===== config.mk =====
export PLATFORM = sky130hd
export DESIGN_NAME = popcount_serial
export DESIGN_NICKNAME = d
export VERILOG_FILES = /design/src/rtl/pcnt_pkg.sv /design/src/rtl/pcnt_ctrl.sv /design/src/rtl/pcnt_opnd.sv /design/src/rtl/pcnt_tally.sv /design/src/rtl/popcount_serial.sv
export SDC_FILE = /design/constraint.sdc
export NUM_CORES = 1
export LEC_CHECK = 0
export BUFFER_PORTS_ARGS = -buffer_cell sky130_fd_sc_hd__buf_2
export CORE_MARGIN = 1
export CORE_UTILIZATION = 50
export CTS_BUF_LIST = sky130_fd_sc_hd__clkbuf_4
export CTS_CLUSTER_SIZE = 40
export DETAILED_ROUTE_END_ITERATION = 7
export PLACE_DENSITY_LB_ADDON = 0.08
export SLEW_MARGIN = 25
export SYNTH_ARGS = -nofsm -noshare
export SYNTH_HDL_FRONTEND = slang
export SYNTH_HIERARCHICAL = 1
export SYNTH_SLANG_ARGS = --single-unit

===== constraint.sdc =====
create_clock -name clk -period 1.9 [get_ports clk]
set_input_delay 0.285 -clock clk [delete_from_list [all_inputs] [get_ports clk]]
set_output_delay 0.285 -clock clk [all_outputs]
set_load 0.005 [all_outputs]

===== src/rtl/pcnt_pkg.sv =====
package pcnt_pkg;

    typedef enum logic [1:0] {
        PC_IDLE = 2'd0,
        PC_RUN  = 2'd1,
        PC_FIN  = 2'd2
    } pc_state_e;

    typedef struct packed {
        logic load_en;
        logic shift_en;
        logic cnt_clr;
        logic cnt_en;
        logic done;
    } pc_ctrl_t;

endpackage


===== src/rtl/pcnt_ctrl.sv =====
module pcnt_ctrl
    import pcnt_pkg::*;
(
    input  logic      clk,
    input  logic      rst_n,
    input  logic      mode,
    input  logic      load,
    input  logic      opnd_zero,
    output pc_ctrl_t  ctrl,
    output pc_state_e state
);

    typedef struct packed {
        pc_state_e st;
    } ctrl_reg_t;

    ctrl_reg_t r_d, r_q;
    pc_ctrl_t  c_d;

    always_comb begin
        r_d = r_q;
        c_d = '0;
        unique case (r_q.st)
            PC_IDLE: begin
                c_d.cnt_clr = 1'b1;
                c_d.load_en = load & ~mode;
                if (mode) r_d.st = PC_RUN;
            end
            PC_RUN: begin
                if (opnd_zero) begin
                    r_d.st = PC_FIN;
                end else begin
                    c_d.shift_en = 1'b1;
                    c_d.cnt_en   = 1'b1;
                end
            end
            PC_FIN: begin
                c_d.done = 1'b1;
                if (!mode) r_d.st = PC_IDLE;
            end
            default: r_d.st = PC_IDLE;
        endcase
    end

    always_ff @(posedge clk or negedge rst_n) begin
        if (!rst_n) r_q <= '{st: PC_IDLE};
        else        r_q <= r_d;
    end

    assign ctrl  = c_d;
    assign state = r_q.st;

endmodule


===== src/rtl/pcnt_opnd.sv =====
module pcnt_opnd #(
    parameter int unsigned DATA_W = 16
) (
    input  logic              clk,
    input  logic              rst_n,
    input  logic              load_en,
    input  logic              shift_en,
    input  logic [DATA_W-1:0] din,
    output logic [DATA_W-1:0] opnd,
    output logic              lsb,
    output logic              zero
);

    typedef struct packed {
        logic [DATA_W-1:0] word;
    } opnd_reg_t;

    opnd_reg_t r_d, r_q;

    // per-bit next-value selection: load, shift from the neighbour above, or hold
    for (genvar i = 0; i < DATA_W; i++) begin : g_bit
        logic upper;
        if (i == DATA_W - 1) begin : g_top
            assign upper = 1'b0;
        end else begin : g_mid
            assign upper = r_q.word[i+1];
        end
        always_comb begin
            if (load_en)       r_d.word[i] = din[i];
            else if (shift_en) r_d.word[i] = upper;
            else               r_d.word[i] = r_q.word[i];
        end
    end

    always_ff @(posedge clk or negedge rst_n) begin
        if (!rst_n) r_q <= '0;
        else        r_q <= r_d;
    end

    assign opnd = r_q.word;
    assign lsb  = r_q.word[0];
    assign zero = ~|r_q.word;

endmodule


===== src/rtl/pcnt_tally.sv =====
module pcnt_tally #(
    parameter int unsigned CNT_W = 5
) (
    input  logic             clk,
    input  logic             rst_n,
    input  logic             clr,
    input  logic             en,
    input  logic             bit_in,
    output logic [CNT_W-1:0] count
);

    typedef struct packed {
        logic [CNT_W-1:0] cnt;
    } tally_reg_t;

    tally_reg_t r_d, r_q;

    always_comb begin
        r_d = r_q;
        if (clr)     r_d.cnt = '0;
        else if (en) r_d.cnt = r_q.cnt + {{(CNT_W-1){1'b0}}, bit_in};
    end

    always_ff @(posedge clk or negedge rst_n) begin
        if (!rst_n) r_q <= '0;
        else        r_q <= r_d;
    end

    assign count = r_q.cnt;

endmodule


===== src/rtl/popcount_serial.sv =====
module popcount_serial #(
    parameter  int unsigned DATA_W = 16,
    localparam int unsigned CNT_W  = $clog2(DATA_W + 1)
) (
    input  logic              clk,
    input  logic              rst_n,
    input  logic [DATA_W-1:0] din,
    input  logic              load,
    input  logic              mode,
    output logic [CNT_W-1:0]  count,
    output logic              done
);

    import pcnt_pkg::*;

    pc_ctrl_t          ctrl;
    pc_state_e         st;
    logic [DATA_W-1:0] opnd;
    logic              opnd_lsb;
    logic              opnd_zero;

    pcnt_ctrl u_ctrl (
        .clk       (clk),
        .rst_n     (rst_n),
        .mode      (mode),
        .load      (load),
        .opnd_zero (opnd_zero),
        .ctrl      (ctrl),
        .state     (st)
    );

    pcnt_opnd #(.DATA_W(DATA_W)) u_opnd (
        .clk      (clk),
        .rst_n    (rst_n),
        .load_en  (ctrl.load_en),
        .shift_en (ctrl.shift_en),
        .din      (din),
        .opnd     (opnd),
        .lsb      (opnd_lsb),
        .zero     (opnd_zero)
    );

    pcnt_tally #(.CNT_W(CNT_W)) u_tally (
        .clk    (clk),
        .rst_n  (rst_n),
        .clr    (ctrl.cnt_clr),
        .en     (ctrl.cnt_en),
        .bit_in (opnd_lsb),
        .count  (count)
    );

    assign done = ctrl.done;

endmodule


# Yosys cells after proc, flatten, opt, wreduce, memory -nomap -nowiden
# Index checks and enable logic that the tools add are counted.
# W data, S select, Z words.
[word_totals]
reg_bits = 23
out_inout_bits = 6
elab_cells = 59
[classes]
addsub = 1
eq_ne = 5
n_mux = 43
bitwise_logic = 2
n_reduce_logical = 5
[op_table]
columns = ["op", "n"]
rows = [
  ["$mux W1", 37],
  ["$reduce_or A16 Y1", 1],
  ["$mux W5", 2],
  ["$mux W2", 3],
  ["$ne A2 B2 Y1 const B", 3],
  ["$pmux W2 S3", 1],
  ["$add A5 B1 Y5", 1],
  ["$reduce_bool A2 Y1", 2],
  ["$reduce_and A3 Y1", 1],
  ["$eq A2 B1 Y1 const B", 1],
  ["$eq A2 B2 Y1 const B", 1],
  ["$logic_not A2 Y1", 1],
  ["$and A1 B1 Y1", 1],
  ["$not A1 Y1", 1],
]

# Depth between registers and ports, before layout
# Gate-level depths: netlist (run 1).
[depth]
ltp_word = 5
depth_mapped = 9

# Hierarchy
# The synthesis (run 1) kept the hierarchy.
[by_module_without_submodules]
columns = ["mod", "n_inst", "cells_each", "area_per_inst_um2", "seq_area_each_um2"]
rows = [
  ["pcnt_opnd", 1, 75, 783.3, 400.4],
  ["pcnt_tally", 1, 23, 276.5, 125.1],
  ["pcnt_ctrl", 1, 13, 125.1, 50.0],
]

# Worst setup path after synthesis (run 1)
# No wires, ideal clock.
[synth_path]
path_type = "reg2reg"
from = "register u_opnd.r_q (netlist bit u_opnd/opnd[0])"
to = "register u_opnd.r_q (netlist bit u_opnd/opnd[2])"
setup_ns = 0.130
arrival_time_ns = 1.607
setup_slack_ns = 0.162
path_stages_with_launch = 10
period_less_slack_ns = 1.738
cell_sequence = "dfrtp_1 -> nor4_1 -> and4_1 -> or2b_1 -> nor2_1 -> buf_4 -> buf_6 -> buf_12 -> mux2i_1 -> o21ai_1"
[synth_rtl]
columns = ["element", "line_no", "rtl"]
rows = [
  ["start: declaration", "pcnt_opnd.sv:18", "opnd_reg_t r_d, r_q;"],
  ["start signal: assignment", "pcnt_opnd.sv:37", "else r_q <= r_d;"],
]

==> key figures, run 1 <==
Worst setup path
  – Critical path peak fanout: 17
  – Cell Chain, Critical Path: nor4_2, and4_1, or2b_1, nor2_4, buf_12, mux2i_1, o21ai_1
  – Largest delay share family, worst path: simple AND/OR/NAND/NOR gates
  – WP buf/inv: 1
  – Worst Setup End Kind: register
  – Startpoint types: register
  – Worst EP required: 2100 ps
  – CP max-delay cell: dfrtp_1
  – Crit path DAT: 2000 ps
  – Slowest cell delay on critical path: 420 ps
  – WS Path Type: reg -> reg

Timing
  – Clock skew: 5.96 ps
  – Fin Hold WS: 173 ps
  – Worst Tran Pin Value: 517 ps
  – Fmax: 0.556 GHz
  – Final TNS setup: 0 ps
  – Slew Viols, Final: 0
  – Min Clock Period, post-route: 1800 ps
  – Hold Vio Cnt, Final: 0
  – Endpoints failing setup: 0
  – Crit share post-route: 94.7%
  – Slew HR: 65.6%

Cells and area
  – Inserted Diodes: 0
  – Area grow syn2layout: 16.0%
  – Fin nets: 157
  – Filler Cell Count: 203
  – Share of layout cells above drive strength 1: 29.1%
  – Multi-input logic area: 563 µm²
  – Final core utilization: 61.8%
  – Sequential cell area: 576 µm²
  – Non-filler instance count after layout: 162

Floorplanning
  – Initial Util: 53.2%
  – Row cnt: 17
  – CORE AREA: 2210 µm²
  – Chip width: 50.5 µm
  – DIE AREA: 2550 µm²
  – IO Count: 26
  – Die Y-Extent: 50.5 µm

Drt
  – Routed WL: 2190 µm
  – DRC: 0
  – Met2 routed WL: 1080 µm
  – Via-per-instance ratio: 5.31
  – DR WL/cell: 13.5 µm
  – Met1 wire length: 1020 µm
  – DRT iter0 DRCs: 6
  – DR pass1 iterations: 3
  – Metal3 WL: 54 µm
  – Vias: 860
  – Top Metal Used: met4
  – Post-DRT Antenna Nets: 0

Place
  – RePlAce Congestion: 0.721
  – Detailed Place HPWL: 1500 µm
  – Port bufs: 25
  – Placed Cells: 157

Power
  – Leak: 0.707 nW
  – Worst vdd ir: 0.000708 V
  – PwrDens: 1320 nW/µm²
  – Gate power share: 41.3%
  – Pint: 1.13 mW
  – Sw Ratio: 37.5%
  – Clk pwr share: 13.7%
  – Sequential Power Share: 45.1%
  – Psw: 0.675 mW
  – Tot Pwr: 1.80 mW

Status
  – Status: complete, no violations

Logic synthesis
  – Syn Nets: 132
  – Post-Syn Instances: 110
  – Ys Warns: 6
  – Mapped Area: 1180 µm²
  – Avg Inst Size Synth: 10.7 µm²

Global routing
  – GR Overflow Total: 0
  – First-pass GRT wire length: 3840 µm
  – Largest net degree at the start of global routing: 33
  – Antenna violations before repair: 0
  – Number of global-route vias before repair: 834
  – Gr usage total: 20.6%

Run
  – Max-Cap Viols: 0

Clock network
  – H-tree depth: 1
  – Clock Root Buffer: clkbuf_4
  – CTS tree: yes
  – Postcts setup bufs: 0
  – Sink Count: 23
  – Clock Pin Slew Worst Setup and Hold Paths: 130 ps
  – CTS buffer count: 3
  – Clock buffer depth: 2
  – Worst-Skew Late Latency: 310 ps

Worst hold path
  – Min-Delay Path Class: in -> reg
worst min-delay path: cells and delay by family:
family          cells  cell delay (ps)
compound gates      1               60
simple gates        1               40
buf+inv             1               70
area by class of cell:
| type | instances | share of cell area, % |
|---|---|---|
| Clock buffer | 4 | 2.20 |
| Multi-Input combinational cell | 79 | 41.2 |
| Sequential cell | 23 | 42.1 |
| Tap cell | 28 | 2.56 |
| Timing Repair Buffer | 28 | 11.9 |
worst paths after layout:
kind,depth (start not counted),to,from,slack (ps)
setup / recovery,7,u_opnd/opnd[8],u_opnd/opnd[0],100
max in group asynchronous,2,u_opnd/opnd[15],rst_n,1090
min in group asynchronous,2,u_opnd/opnd[2],rst_n,460
hold reg to reg,2,u_opnd/opnd[15],u_opnd/opnd[15],590
setup reg to reg,7,u_opnd/opnd[8],u_opnd/opnd[0],100
hold / removal,3,u_opnd/opnd[12],din[12],170
routing by layer:
layer  track usage (%)  up-vias
met5                 0        -
met4              10.6        0
met3              2.73        4
met2              32.9       15
met1              27.3      407
li1                  -      434
repair_timing:
item | in CTS | in global routing
hold buffers | 1 | 0
setup endpoints to repair | 0 | 18
hold endpoints to repair | 23 | 0
gates resized for setup | 0 | 4
metrics by stage:
stage | area, µm² | worst slack, ps
after floorplan | 1180 | 179
after global placement | 1300 | 99.0
after detailed placement | 1300 | 54.2
after CTS | 1340 | 21.9
after global routing | 1370 | -6.97
final | 1370 | 101
state kept, by name (all words and copies together) (netlist names):
register / count
u_opnd/opnd: 16
u_ctrl/state: 2
u_tally/count: 5
cells in the final DEF (no fill, tap or decap), types with 2 or more instances in the layout:
cell and instances:
buf_2 25, dfrtp_1 23, mux2i_1 18, nand2_1 17, o21ai_1 9, o21ai_0 7, nor2_1 5, clkbuf_4 4
nor4_2 3, nand2b_1 2, nor2b_1 2, ha_1 2
power groups by stage:
stage	clock network [mW]	logic [mW]	registers [mW]
after floorplan	0	0.669	0.760
after global placement	0	0.699	0.800
after detailed placement	0	0.717	0.803
after CTS	0.250	0.725	0.794
after global routing	0.269	0.831	0.838
final	0.246	0.743	0.811
No activity file was read; power rests on OpenSTA's default activity.
==> run 2, diff against run 1 <==
--- a/config.mk
+++ b/config.mk
@@ -12,6 +12,7 @@
 export CTS_CLUSTER_SIZE = 40
 export DETAILED_ROUTE_END_ITERATION = 7
 export PLACE_DENSITY_LB_ADDON = 0.08
+export SETUP_SLACK_MARGIN = 0.3
 export SLEW_MARGIN = 25
 export SYNTH_ARGS = -nofsm -noshare
 export SYNTH_HDL_FRONTEND = slang
==> run 2 against run 1 <==
Final area grew 3.7%. Core utilization grew 2.3 points. Non-clock buffer count grew 6. Power grew 3.4%. Flip-flop and latch count is the same. Largest cell class unchanged. Critical path depth is the same. Final cell count grew 3.7%.
==> key figures, run 2 (synthesized netlist as in run 1, its figures left out) <==
Drt
  – DRT iter0 DRCs: 14 (was 6)
  – DR pass1 iterations: 4 (was 3)
  – Routed WL: 2170 µm (was 2190 µm)
  – Via-per-instance ratio: 5.23 (was 5.31)
  – DRC: 0 (unchanged)
  – Vias: 879 (was 860)
  – DR WL/cell: 12.9 µm (was 13.5 µm)
  – Post-DRT Antenna Nets: 0 (unchanged)

Floorplanning
  – Die Y-Extent: 50.5 µm (unchanged)
  – Initial Util: 53.2% (unchanged)
  – CORE AREA: 2210 µm² (unchanged)
  – Chip width: 50.5 µm (unchanged)
  – DIE AREA: 2550 µm² (unchanged)
  – Row cnt: 17 (unchanged)
  – IO Count: 26 (unchanged)

Clock network
  – Clock buffer depth: 2 (unchanged)
  – Sink Count: 23 (unchanged)
  – H-tree depth: 1 (unchanged)
  – CTS tree: yes (unchanged)
  – CTS buffer count: 3 (unchanged)
  – Clock Root Buffer: clkbuf_4 (unchanged)
  – Clock Pin Slew Worst Setup and Hold Paths: 120 ps (was 130 ps)
  – Worst-Skew Late Latency: 300 ps (was 310 ps)

Worst hold path
  – Min-Delay Path Class: in -> reg (unchanged)

Worst setup path
  – WS Path Type: reg -> reg (unchanged)
  – Startpoint types: register (unchanged)
  – Crit path DAT: 1960 ps (was 2000 ps)
  – Worst Setup End Kind: register (unchanged)
  – Worst EP required: 2100 ps (about the same)
  – Critical path peak fanout: 5 (was 17)

Place
  – Placed Cells: 159 (was 157)
  – Port bufs: 25 (unchanged)
  – RePlAce Congestion: 0.720 (was 0.721)
  – Detailed Place HPWL: 1560 µm (was 1500 µm)

Run
  – Max-Cap Viols: 0 (unchanged)

Timing
  – Hold Vio Cnt, Final: 0 (unchanged)
  – Min Clock Period, post-route: 1760 ps (was 1800 ps)
  – Worst Tran Pin Value: 506 ps (was 517 ps)
  – RSZ-0062 raised after global routing: yes
  – Slew HR: 66.3% (was 65.6%)
  – Crit share post-route: 92.7% (was 94.7%)
  – Fin Hold WS: 179 ps (was 173 ps)
  – Clock skew: 6.50 ps (was 5.96 ps)
  – Fmax: 0.568 GHz (was 0.556 GHz)
  – Endpoints failing setup: 0 (unchanged)
  – Slew Viols, Final: 0 (unchanged)
  – Final TNS setup: 0 ps (unchanged)

Power
  – PwrDens: 1310 nW/µm² (was 1320 nW/µm²)
  – Leak: 0.737 nW (was 0.707 nW)
  – Worst vdd ir: 0.000808 V (was 0.000708 V)

Cells and area
  – Non-filler instance count after layout: 168 (was 162)
  – Number of flip-flops in the largest register: 16 (unchanged)
  – Share of layout cells above drive strength 1: 32.9% (was 29.1%)
  – Commonest non-fill, non-tap cell in the layout: buf_2 (unchanged)
  – Inserted Diodes: 0 (unchanged)
  – Area grow syn2layout: 20.3% (was 16.0%)
  – Commonest non-fill, non-tap cells in the layout: 25 x buf_2, 23 x dfrtp_1, 18 x mux2i_1, 17 x nand2_1, 11 x o21ai_1 (was 25 x buf_2, 23 x dfrtp_1, 18 x mux2i_1, 17 x nand2_1, 9 x o21ai_1)
  – Fin nets: 163 (was 157)

Global routing
  – GR Overflow Total: 0 (unchanged)
  – First-pass GRT wire length: 3790 µm (was 3840 µm)
  – Largest net degree at the start of global routing: 33 (unchanged)
  – Gr usage total: 19.9% (was 20.6%)
  – Antenna violations before repair: 0 (unchanged)
  – Number of global-route vias before repair: 898 (was 834)

Status
  – Status: complete, no violations (unchanged)
-- run 2: cell count changes in the layout (fill, tap and decap cells not counted), moves of 2 or more --
cell	before	now
o21ai_0	7	5
o21ai_1	9	11
buf_6	0	2
buf_4	1	6
-- run 2: final cells by class --
type	count	area (µm²)
Fill cell	200	796
Sequential cell	23	576
Multi-Input combinational cell	79	573
Timing Repair Buffer	34	203
Tap cell	28	35.0
Clock buffer	4	30.0
-- run 2: routing by layer --
| layer | vias up | wire, µm | GRT usage (%) |
|---|---|---|---|
| met5 | - | 0 | 0 |
| met4 | 0 | 17 | 9.72 |
| met3 | 2 | 58 | 1.82 |
| met2 | 17 | 1050 | 34.0 |
| met1 | 413 | 1040 | 25.0 |
| li1 | 447 | - | - |
-- run 2: where the power goes --
group / switching [mW] / total, mW / internal (mW) / leakage, nW
sequential: 0.150 / 0.802 / 0.651 / 0.301
combinational: 0.397 / 0.827 / 0.430 / 0.417
clock: 0.136 / 0.232 / 0.0961 / 0.0184
total: 0.684 / 1.86 / 1.18 / 0.737
-- run 2: path summary, 6_finish.rpt --
kind                       slack [ps]               end  cells after the start             from
hold reg to reg                   580   u_opnd/opnd[15]                      2  u_opnd/opnd[15]
hold / removal                    180    u_opnd/opnd[4]                      3           din[4]
setup / recovery                  140  u_tally/count[3]                      7   u_opnd/opnd[8]
min in group asynchronous         460   u_opnd/opnd[12]                      2            rst_n
setup reg to reg                  140  u_tally/count[3]                      7   u_opnd/opnd[8]
max in group asynchronous        1090   u_opnd/opnd[15]                      2            rst_n
-- run 2: what timing repair did --
action,in CTS,in global routing
cloned,0,0
hold buffers,1,0
endpoints found under the setup margin,21,21
resized for setup,6,2
pin swaps,2,2
hold endpoints to repair,23,0
setup buffers,3,1
-- run 2: critical path: stages, from the launching register on --
cell and delay, ps:
dfrtp_1 420, nor4_1 280, and4_1 240, or2b_1 170
nor2_4 60, buf_6 140, nand4_4 50, mux2_4 290
-- run 2: stage by stage --
step / setup slack [ps] / area, µm² / total power [mW] / utilization [%]
6_report: 139 / 1420 / 1.86 / 64.0
3_3_place_gp: 103 / 1320 / 1.51 / 59.6
3_5_place_dp: 108 / 1320 / 1.54 / 59.6
2_1_floorplan: 180 / 1190 / 1.44 / -
5_1_grt: 84.6 / 1420 / 2.00 / 64.0
4_1_cts: 150 / 1410 / 1.87 / 63.5
==> run 3, diff against run 2 <==
--- a/config.mk
+++ b/config.mk
@@ -6,8 +6,10 @@
 export NUM_CORES = 1
 export LEC_CHECK = 0
 export BUFFER_PORTS_ARGS = -buffer_cell sky130_fd_sc_hd__buf_2
+export CELL_PAD_IN_SITES_DETAIL_PLACEMENT = 0
+export CELL_PAD_IN_SITES_GLOBAL_PLACEMENT = 1
 export CORE_MARGIN = 1
-export CORE_UTILIZATION = 50
+export CORE_UTILIZATION = 43
 export CTS_BUF_LIST = sky130_fd_sc_hd__clkbuf_4
 export CTS_CLUSTER_SIZE = 40
 export DETAILED_ROUTE_END_ITERATION = 7
==> run 3 against run 2 <==
Power grew 5.6%. Largest power group unchanged. Non-clock buffer count grew 7. Die area grew 16%.
==> key figures, run 3 (synthesized netlist as in run 1, its figures left out) <==
Status
  – Status: complete, no violations (unchanged)

Global routing
  – Met3 GRT Util: 2.78% (was 1.82%)
  – Gr busiest metal: met2 (unchanged)
  – Number of global-route vias before repair: 882 (was 898)
  – Gr usage total: 18.3% (was 19.9%)
  – First-pass GRT wire length: 3800 µm (was 3790 µm)
  – M1 GR Usage: 21.8% (was 25.0%)
  – Largest net degree at the start of global routing: 33 (unchanged)
  – Antenna violations before repair: 0 (unchanged)
  – Met2 Resource Use GR: 32.3% (was 34.0%)
  – GR Overflow Total: 0 (unchanged)

Cells and area
  – Inserted Diodes: 0 (unchanged)
  – Area grow syn2layout: 26.1% (was 20.3%)
  – Filler Cell Count: 220 (was 200)
  – Number of flip-flops in the largest register: 16 (unchanged)
  – Share of layout cells above drive strength 1: 36.1% (was 32.9%)
  – Commonest non-fill, non-tap cell in the layout: buf_2 (unchanged)
  – Multi-input logic area: 573 µm² (unchanged)
  – Commonest non-fill, non-tap cells in the layout: 25 x buf_2, 23 x dfrtp_1, 17 x nand2_1, 17 x mux2i_1, 12 x buf_4 (was 25 x buf_2, 23 x dfrtp_1, 18 x mux2i_1, 17 x nand2_1, 11 x o21ai_1)
  – Fin nets: 170 (was 163)
  – Sequential cell area: 576 µm² (unchanged)

Clock network
  – Sink Count: 23 (unchanged)
  – H-tree depth: 1 (unchanged)
  – Worst-Skew Late Latency: 310 ps (was 300 ps)
  – Clock buffer depth: 2 (unchanged)
  – CTS tree: yes (unchanged)
  – CTS buffer count: 3 (unchanged)
  – Clock Root Buffer: clkbuf_4 (unchanged)
  – Clock Pin Slew Worst Setup and Hold Paths: 130 ps (was 120 ps)

Timing
  – Endpoints failing setup: 0 (unchanged)
  – RSZ-0062 raised after global routing: yes (unchanged)
  – Slew HR: 66.0% (was 66.3%)
  – Min Clock Period, post-route: 1740 ps (was 1760 ps)
  – Slew Viols, Final: 0 (unchanged)
  – Final TNS setup: 0 ps (unchanged)
  – Clock skew: 3.43 ps (was 6.50 ps)
  – Fmax: 0.575 GHz (was 0.568 GHz)
  – Crit share post-route: 91.5% (was 92.7%)
  – Hold Vio Cnt, Final: 0 (unchanged)
  – Worst Tran Pin Value: 509 ps (was 506 ps)

Floorplanning
  – Initial Util: 46.7% (was 53.2%)
  – Die Y-Extent: 54.3 µm (was 50.5 µm)
  – DIE AREA: 2950 µm² (was 2550 µm²)
  – IO Count: 26 (unchanged)
  – Row cnt: 18 (was 17)
  – Chip width: 54.3 µm (was 50.5 µm)
  – CORE AREA: 2520 µm² (was 2210 µm²)

Power
  – Leak: 0.774 nW (was 0.737 nW)
  – PwrDens: 1320 nW/µm² (was 1310 nW/µm²)
  – Worst vdd ir: 0.000757 V (was 0.000808 V)
  – Tot Pwr: 1.96 mW (was 1.86 mW)

Worst hold path
  – HP Start: din[11] (was din[4])
  – WHS Path Cells: 3 (unchanged)
  – Min-Delay Path Class: in -> reg (unchanged)
  – Hold endpoint: u_opnd/opnd[11] (was u_opnd/opnd[4])

Place
  – Detailed Place HPWL: 1520 µm (was 1560 µm)
  – RePlAce Congestion: 0.773 (was 0.720)
  – Port bufs: 25 (unchanged)

Worst setup path
  – Reg2reg path depth: 7 (unchanged)
  – Crit path DAT: 1940 ps (was 1960 ps)
  – WS Path Type: reg -> reg (unchanged)
  – Reg2Reg Setup Slack: 160 ps (was 140 ps)
  – Critical path peak fanout: 11 (was 5)
  – R2R Path End: u_opnd/opnd[1] (was u_tally/count[3])
  – Slowest cell delay on critical path: 430 ps (was 420 ps)
  – Cell Chain, Critical Path: nor4_2, and4_1, or2b_1, nor2_4, buf_8, mux2i_1, o21ai_0 (was nor4_1, and4_1, or2b_1, nor2_4, buf_6, nand4_4, mux2_4)
  – Worst EP required: 2100 ps (about the same)
  – Startpoint types: register (unchanged)
  – CP max-delay cell: dfrtp_1 (unchanged)
  – Worst Setup End Kind: register (unchanged)
  – Critical R2R Launch: u_opnd/opnd[10] (was u_opnd/opnd[8])

Drt
  – DRC: 0 (unchanged)
  – Routed WL: 2240 µm (was 2170 µm)
  – Vias: 893 (was 879)
  – DR WL/cell: 12.7 µm (was 12.9 µm)
  – DR pass1 iterations: 4 (unchanged)
  – DRT iter0 DRCs: 11 (was 14)
  – Post-DRT Antenna Nets: 0 (unchanged)
  – Via-per-instance ratio: 5.05 (was 5.23)

Run
  – Max-Cap Viols: 0 (unchanged)
-- run 3: cell count changes in the layout (fill, tap and decap cells not counted), sizes merged --
cell	delta
buf	+7
clkinv	+1
clkbuf	-1
-- run 3: what timing repair did --
action,4_1_cts,5_1_grt
setup buffers,11,0
setup endpoints to repair,21,21
hold endpoints to repair,23,0
hold buffers,1,0
resized for setup,6,2
pin swaps,2,2
-- run 3: where the power goes --
| part | switching, mW | total [mW] | internal [mW] |
|---|---|---|---|
| registers | 0.130 | 0.781 | 0.651 |
| logic | 0.438 | 0.958 | 0.520 |
| clock network | 0.147 | 0.226 | 0.0786 |
-- run 3: stage by stage --
stage / instances / hold WS (ps) / instance area (µm²) / setup slack [ps] / utilization [%]
6_report: 177 / 173 / 1490 / 162 / 58.9
5_1_grt: 177 / 157 / 1490 / 57.1 / 58.9
4_1_cts: 177 / 157 / 1480 / 161 / 58.7
3_5_place_dp: 161 / 292 / 1330 / 56.0 / 52.8
3_3_place_gp: 161 / 291 / 1330 / 77.9 / 52.8
2_1_floorplan: 110 / -10.6 / 1190 / 180 / -
-- run 3: worst max path at each step --
stage | end | cells after the start | start | slack [ps]
CTS | u_opnd/opnd[8] | 7 | u_opnd/opnd[3] | 160
global route | u_opnd/opnd[5] | 7 | u_opnd/opnd[12] | 60
floorplan | u_opnd/opnd[2] | 9 | u_opnd/opnd[12] | 180
finish | u_opnd/opnd[1] | 7 | u_opnd/opnd[10] | 160
detailed placement | u_opnd/opnd[4] | 7 | u_opnd/opnd[12] | 60
global placement | u_opnd/opnd[1] | 7 | u_opnd/opnd[12] | 80
-- run 3: area by class of cell --
class | instances | share of cell area, %
multi-input combinational | 79 | 38.6
tap | 30 | 2.53
timing repair buffer | 41 | 18.3
clock inverter | 1 | 0.337
sequential | 23 | 38.8
clock buffer | 3 | 1.52
-- run 3: metal layers --
metal,routed length (µm),vias up,share of wire [%]
met5,0,-,0
met4,10,0,0.45
met3,80,2,3.6
met2,1090,18,48
met1,1060,414,47
li1,-,459,-
-- run 3: critical path: cells and delay by family, from the launching register on --
family | cells | cell delay, ps
AOI/OAI and AO/OA | 1 | 90
DFF | 1 | 430
muxes | 1 | 200
and+or+nand+nor | 4 | 730
buffers and inverters | 1 | 190
